`src/rtl/irda_rx_filter.sv`:
```
module irda_rx_filter #(
  parameter int FW = 4,
  parameter int CW = FW + 2
) (
  input  logic       clk,
  input  logic       rst_n,
  input  logic       cfg_we,
  input  logic [7:0] cfg_wdata,
  output logic [7:0] cfg_rdata,
  input  logic       ir_rx_pin,
  input  logic       tx_pin,
  output logic       rx_pulse
);
  logic [FW-1:0] min_w;
  logic          lb, rx_en, en;
  logic          s1, s2, s3;
  logic          armed;
  logic [CW-1:0] cnt;

  wire active = en & rx_en;
  wire src    = lb ? ~tx_pin : ir_rx_pin;
  wire rise   = s2 & ~s3;

  assign cfg_rdata = {min_w, 1'b0, lb, rx_en, en};

  always_ff @(posedge clk or negedge rst_n)
    if (!rst_n) begin
      min_w <= '0; lb <= 1'b0; rx_en <= 1'b0; en <= 1'b0;
    end else if (cfg_we) begin
      min_w <= cfg_wdata[7:4];
      lb    <= cfg_wdata[2];
      rx_en <= cfg_wdata[1];
      en    <= cfg_wdata[0];
    end

  always_ff @(posedge clk or negedge rst_n)
    if (!rst_n) begin
      s1 <= 1'b0; s2 <= 1'b0; s3 <= 1'b0;
      armed <= 1'b0; cnt <= '0; rx_pulse <= 1'b0;
    end else begin
      s1 <= src; s2 <= s1; s3 <= s2;
      rx_pulse <= 1'b0;
      if (!active) armed <= 1'b0;
      else if (rise) begin
        if (min_w == '0) rx_pulse <= 1'b1;
        else begin
          cnt   <= {min_w, 2'b11};
          armed <= 1'b1;
        end
      end else if (armed) begin
        if (!s2) armed <= 1'b0;
        else if (cnt == CW'(2)) begin
          rx_pulse <= 1'b1;
          armed    <= 1'b0;
        end else cnt <= cnt - 1'b1;
      end
    end
endmodule


```
`config.mk`:
```
export PLATFORM = sky130hd
export DESIGN_NAME = irda_rx_filter
export DESIGN_NICKNAME = d
export VERILOG_FILES = /design/src/rtl/irda_rx_filter.sv
export SDC_FILE = /design/constraint.sdc
export NUM_CORES = 1
export LEC_CHECK = 0
export CORE_MARGIN = 1.5
export CORE_UTILIZATION = 49
export CTS_BUF_LIST = sky130_fd_sc_hd__clkbuf_2 sky130_fd_sc_hd__clkbuf_4 sky130_fd_sc_hd__clkbuf_8
export DETAILED_ROUTE_END_ITERATION = 8
export PLACE_DENSITY_LB_ADDON = 0.2
export RECOVER_POWER = 50
export SETUP_SLACK_MARGIN = 0.1
export SLEW_MARGIN = 20
export SYNTH_ARGS = -nofsm -noshare
export SYNTH_HDL_FRONTEND = slang
export SYNTH_SLANG_ARGS = --single-unit
```
`constraint.sdc`:
```
create_clock -name clk -period 1.95 [get_ports clk]
set_clock_uncertainty 0.1 [all_clocks]
set_input_delay 0.39 -clock clk [delete_from_list [all_inputs] [get_ports clk]]
set_output_delay 0.39 -clock clk [all_outputs]
set_load 0.05 [all_outputs]
```
==> flow_summary.html <==
<table>
<tr><th>Metric</th><th>Value</th></tr>
<tr><th colspan="2">Status</th></tr>
<tr><td>Run status</td><td>finished, final reports clean</td></tr>
<tr><th colspan="2">Setup path</th></tr>
<tr><td>R2r worst-path depth</td><td>4</td></tr>
<tr><td>Largest fanout on the critical path</td><td>5</td></tr>
<tr><td>Startpoint class of the critical path</td><td>register</td></tr>
<tr><td>Worst setup path category</td><td>reg -&gt; reg</td></tr>
<tr><td>Critical path required time</td><td>2030 ps</td></tr>
<tr><td>CP Capture Type</td><td>register</td></tr>
<tr><td>WP data arrival</td><td>1790 ps</td></tr>
<tr><th colspan="2">GRT</th></tr>
<tr><td>Initial antenna violation count</td><td>0</td></tr>
<tr><td>Grt total ovfl</td><td>0</td></tr>
<tr><td>Pin count of the biggest net entering global routing</td><td>19</td></tr>
<tr><td>Vias in the first global route</td><td>634</td></tr>
<tr><td>Global-route total usage across every layer</td><td>19.1%</td></tr>
<tr><td>Wire length of the first global-routing pass</td><td>2760 um</td></tr>
<tr><th colspan="2">Route</th></tr>
<tr><td>Overall via count from detail_route</td><td>656</td></tr>
<tr><td>Met2 wire length</td><td>808 um</td></tr>
<tr><td>Wire length on met1</td><td>734 um</td></tr>
<tr><td>Total Routed Length</td><td>1610 um</td></tr>
<tr><td>Post-detailed-route DRC marker count</td><td>0</td></tr>
<tr><td>Wire per inst</td><td>13.7 um</td></tr>
<tr><td>TritonRoute pass-1 iters</td><td>4</td></tr>
<tr><td>Top layer reached by signal wires</td><td>met4</td></tr>
<tr><td>Starting DRC count in detailed routing</td><td>5</td></tr>
<tr><td>Vias per cell</td><td>5.61</td></tr>
<tr><td>Antenna-violating nets left</td><td>0</td></tr>
<tr><td>Detailed-routed wire length on met3</td><td>52 um</td></tr>
<tr><th colspan="2">Timing</th></tr>
<tr><td>Minimum period implied by the final worst setup slack</td><td>1710 ps</td></tr>
<tr><td>Fin. max-slew vios</td><td>0</td></tr>
<tr><td>Relative slew slack</td><td>37.5%</td></tr>
<tr><td>Final setup slack of the worst path</td><td>243 ps</td></tr>
<tr><td>Final worst-path cycle share</td><td>87.5%</td></tr>
<tr><td>Total negative slack</td><td>0 ps</td></tr>
<tr><td>Final hold vios</td><td>0</td></tr>
<tr><td>Worst Max-Slew Pin Slew</td><td>937 ps</td></tr>
<tr><td>Max frequency</td><td>0.586 GHz</td></tr>
<tr><td>Setup Viol. Count Final</td><td>0</td></tr>
<tr><td>Unrepaired setup endpoints after global routing</td><td>false</td></tr>
<tr><th colspan="2">Logic synthesis</th></tr>
<tr><td>Post-synthesis async set-or-reset flop share</td><td>100%</td></tr>
<tr><td>Register bit count reported by yosys</td><td>18</td></tr>
<tr><td>Register area share after synthesis</td><td>52.0%</td></tr>
<tr><td>Total nets after synthesis</td><td>96</td></tr>
<tr><td>Yosys warning count</td><td>0</td></tr>
<tr><td>EDFF count, synth</td><td>0</td></tr>
<tr><td>Top-count cell post-synth</td><td>sky130_fd_sc_hd__dfrtp_1</td></tr>
<tr><td>Share of the synthesized area in the top cell type</td><td>52.0%</td></tr>
<tr><td>Syn Std Cell Area</td><td>866 um2</td></tr>
<tr><td>Distinct cell type count after synthesis</td><td>26</td></tr>
<tr><td>Largest cells by area after synthesis</td><td>sky130_fd_sc_hd__dfrtp_1 52%, sky130_fd_sc_hd__mux2_2 9.1%, sky130_fd_sc_hd__o21ai_0 4.0%</td></tr>
<tr><td>Most common flop cell mapped by yosys</td><td>sky130_fd_sc_hd__dfrtp_1</td></tr>
<tr><td>Top cell type by total area after synthesis</td><td>sky130_fd_sc_hd__dfrtp_1</td></tr>
<tr><td>Syn Area/Cell</td><td>10.7 um2</td></tr>
<tr><td>Leading cell types by count after synthesis</td><td>18 x sky130_fd_sc_hd__dfrtp_1, 7 x sky130_fd_sc_hd__mux2_2, 7 x sky130_fd_sc_hd__o21ai_0</td></tr>
<tr><td>Count of mapped cells out of synthesis</td><td>81</td></tr>
<tr><th colspan="2">Worst hold path</th></tr>
<tr><td>Worst Hold Path Cells</td><td>0</td></tr>
<tr><td>Class of the worst hold path</td><td>reg -&gt; reg</td></tr>
<tr><th colspan="2">Clocking</th></tr>
<tr><td>Root buffer selected by CTS</td><td>sky130_fd_sc_hd__clkbuf_4</td></tr>
<tr><td>TritonCTS clock tree</td><td>done</td></tr>
<tr><td>Clock sink total</td><td>18</td></tr>
<tr><td>Worst-Skew Late Latency</td><td>290 ps</td></tr>
<tr><td>Post-CTS Hold Fix Bufs</td><td>0</td></tr>
<tr><td>Max clock buf depth</td><td>2</td></tr>
<tr><td>H-Tree Level Count</td><td>1</td></tr>
<tr><td>Setup fix buffers added after clock tree synthesis</td><td>0</td></tr>
<tr><td>TritonCTS buffer count</td><td>3</td></tr>
<tr><td>Worst-path clk slew</td><td>100 ps</td></tr>
<tr><th colspan="2">Floorplan</th></tr>
<tr><td>Row cnt</td><td>15</td></tr>
<tr><td>Full die area</td><td>2030 um2</td></tr>
<tr><td>Total I/O pin count</td><td>22</td></tr>
<tr><td>Initial cell density of the core</td><td>51.3%</td></tr>
<tr><td>Vertical extent of the die</td><td>45.0 um</td></tr>
<tr><td>Die outline width</td><td>45.0 um</td></tr>
<tr><td>Placeable core area</td><td>1690 um2</td></tr>
<tr><th colspan="2">Placed design</th></tr>
<tr><td>Routability Congestion</td><td>0.786</td></tr>
<tr><td>Placed standard-cell area</td><td>1040 um2</td></tr>
<tr><td>Quantity of I/O buffers inserted on ports</td><td>19</td></tr>
<tr><td>Pre-CTS WS</td><td>190 ps</td></tr>
<tr><td>Post-DP HPWL</td><td>1210 um</td></tr>
<tr><th colspan="2">Flow run</th></tr>
<tr><td>Number of violations of the max-capacitance limit</td><td>0</td></tr>
<tr><th colspan="2">Layout</th></tr>
<tr><td>Final instance area</td><td>1070 um2</td></tr>
<tr><td>Area of combinational cells with multiple inputs</td><td>362 um2</td></tr>
<tr><td>Signed area change from the synthesized netlist to the final layout</td><td>24.1%</td></tr>
<tr><td>Sequential cell area</td><td>455 um2</td></tr>
<tr><td>Diode count</td><td>0</td></tr>
<tr><td>Final-layout fill cell count</td><td>147</td></tr>
<tr><td>Share of post-route cells with drive strength above 1</td><td>27.0%</td></tr>
<tr><td>Final net count</td><td>116</td></tr>
<tr><th colspan="2">Power and ir drop</th></tr>
<tr><td>Maximum vdd drop</td><td>568 uV</td></tr>
<tr><td>Leakage power of the design</td><td>0.481 nW</td></tr>
<tr><td>Power density over the cells</td><td>1060 nW/um2</td></tr>
</table>
[where the power goes]
part | switching [mW] | internal, mW | leakage, nW
Clock | 0.116 | 0.114 | 0.0210
Sequential | 0.0807 | 0.459 | 0.214
Combinational | 0.208 | 0.166 | 0.246
[final timing paths]
check                           startpoint       end  slack, ps
min in group asynchronous            rst_n    cnt[0]        640
worst max-delay path              min_w[2]    cnt[1]        240
worst max register to register    min_w[2]    cnt[1]        240
worst min register to register          s1        s2        260
max in group asynchronous            rst_n  min_w[3]        480
worst min-delay path                    s1        s2        260
[logic make-up after synthesis]
| kind of cell | after synthesis | synth area share, % |
|---|---|---|
| AND/OR/NAND/NOR | 23 | 13.7 |
| flip-flops | 18 | 52.0 |
| other | 1 | 0.433 |
| AO/OA/AOI/OAI | 17 | 10.8 |
| multiplexers | 10 | 13.2 |
| buffers and inverters | 10 | 6.94 |
| adder cells (fa/ha/maj) | 2 | 2.89 |
[placed cells by master, fill, tap and decap left out, types with 3 or more instances in the layout]
| master | synthesis | final |
|---|---|---|
| sky130_fd_sc_hd__mux2_2 | 7 | 7 |
| sky130_fd_sc_hd__dfrtp_2 | 0 | 4 |
| sky130_fd_sc_hd__a21oi_1 | 5 | 5 |
| sky130_fd_sc_hd__nor2_1 | 6 | 6 |
| sky130_fd_sc_hd__inv_1 | 3 | 3 |
| sky130_fd_sc_hd__clkbuf_4 | 0 | 3 |
| sky130_fd_sc_hd__dlygate4sd3_1 | 0 | 3 |
| sky130_fd_sc_hd__o21ai_0 | 7 | 7 |
| sky130_fd_sc_hd__nand2_1 | 3 | 3 |
| sky130_fd_sc_hd__clkdlybuf4s50_1 | 0 | 8 |
| sky130_fd_sc_hd__buf_4 | 4 | 10 |
| sky130_fd_sc_hd__nand3_1 | 3 | 3 |
| sky130_fd_sc_hd__dfrtp_1 | 18 | 14 |
[registers in the layout, summed over array words and instances, names as in the netlist]
name,flops
rx_pulse,1
s2,1
lb,1
min_w,4
armed,1
cnt,6
s3,1
en,1
s1,1
rx_en,1
[per-layer routing]
metal	GRT usage (%)	vias to the layer above
met5	0	-
met4	8.82	0
met3	2.80	2
met2	30.0	14
met1	26.0	323
li1	-	317
[metrics by stage]
stage          hold slack [ps]  utilization, %  std cells  power [mW]
2_1_floorplan            -5.59               -         81       0.808
4_1_cts                    268            63.5        117        1.15
3_5_place_dp               243            61.3        113       0.921
5_1_grt                    279            63.6        117        1.22
3_3_place_gp               240            61.3        113       0.898
6_report                   263            63.6        117        1.14
[critical path, cell delays in order, from the launching register on]
cell	delay, ps
sky130_fd_sc_hd__dfrtp_2	450
sky130_fd_sc_hd__nor4_2	320
sky130_fd_sc_hd__a211o_1	240
sky130_fd_sc_hd__or2_1	170
sky130_fd_sc_hd__mux2_4	310
[what timing repair did]
action	4_1_cts	5_1_grt
hold endpoints to repair	0	0
gates resized for setup	0	1
endpoints found under the setup margin	0	5
[final cells by class]
| type | instances | area share (%) |
|---|---|---|
| Sequential cell | 18 | 42.4 |
| Multi-Input combinational cell | 53 | 33.6 |
| Timing Repair Buffer | 22 | 17.6 |
| Clock buffer | 4 | 3.38 |
| Tap cell | 17 | 1.98 |
| Inverter | 3 | 1.05 |
Power figures use the tool's default switching activity.
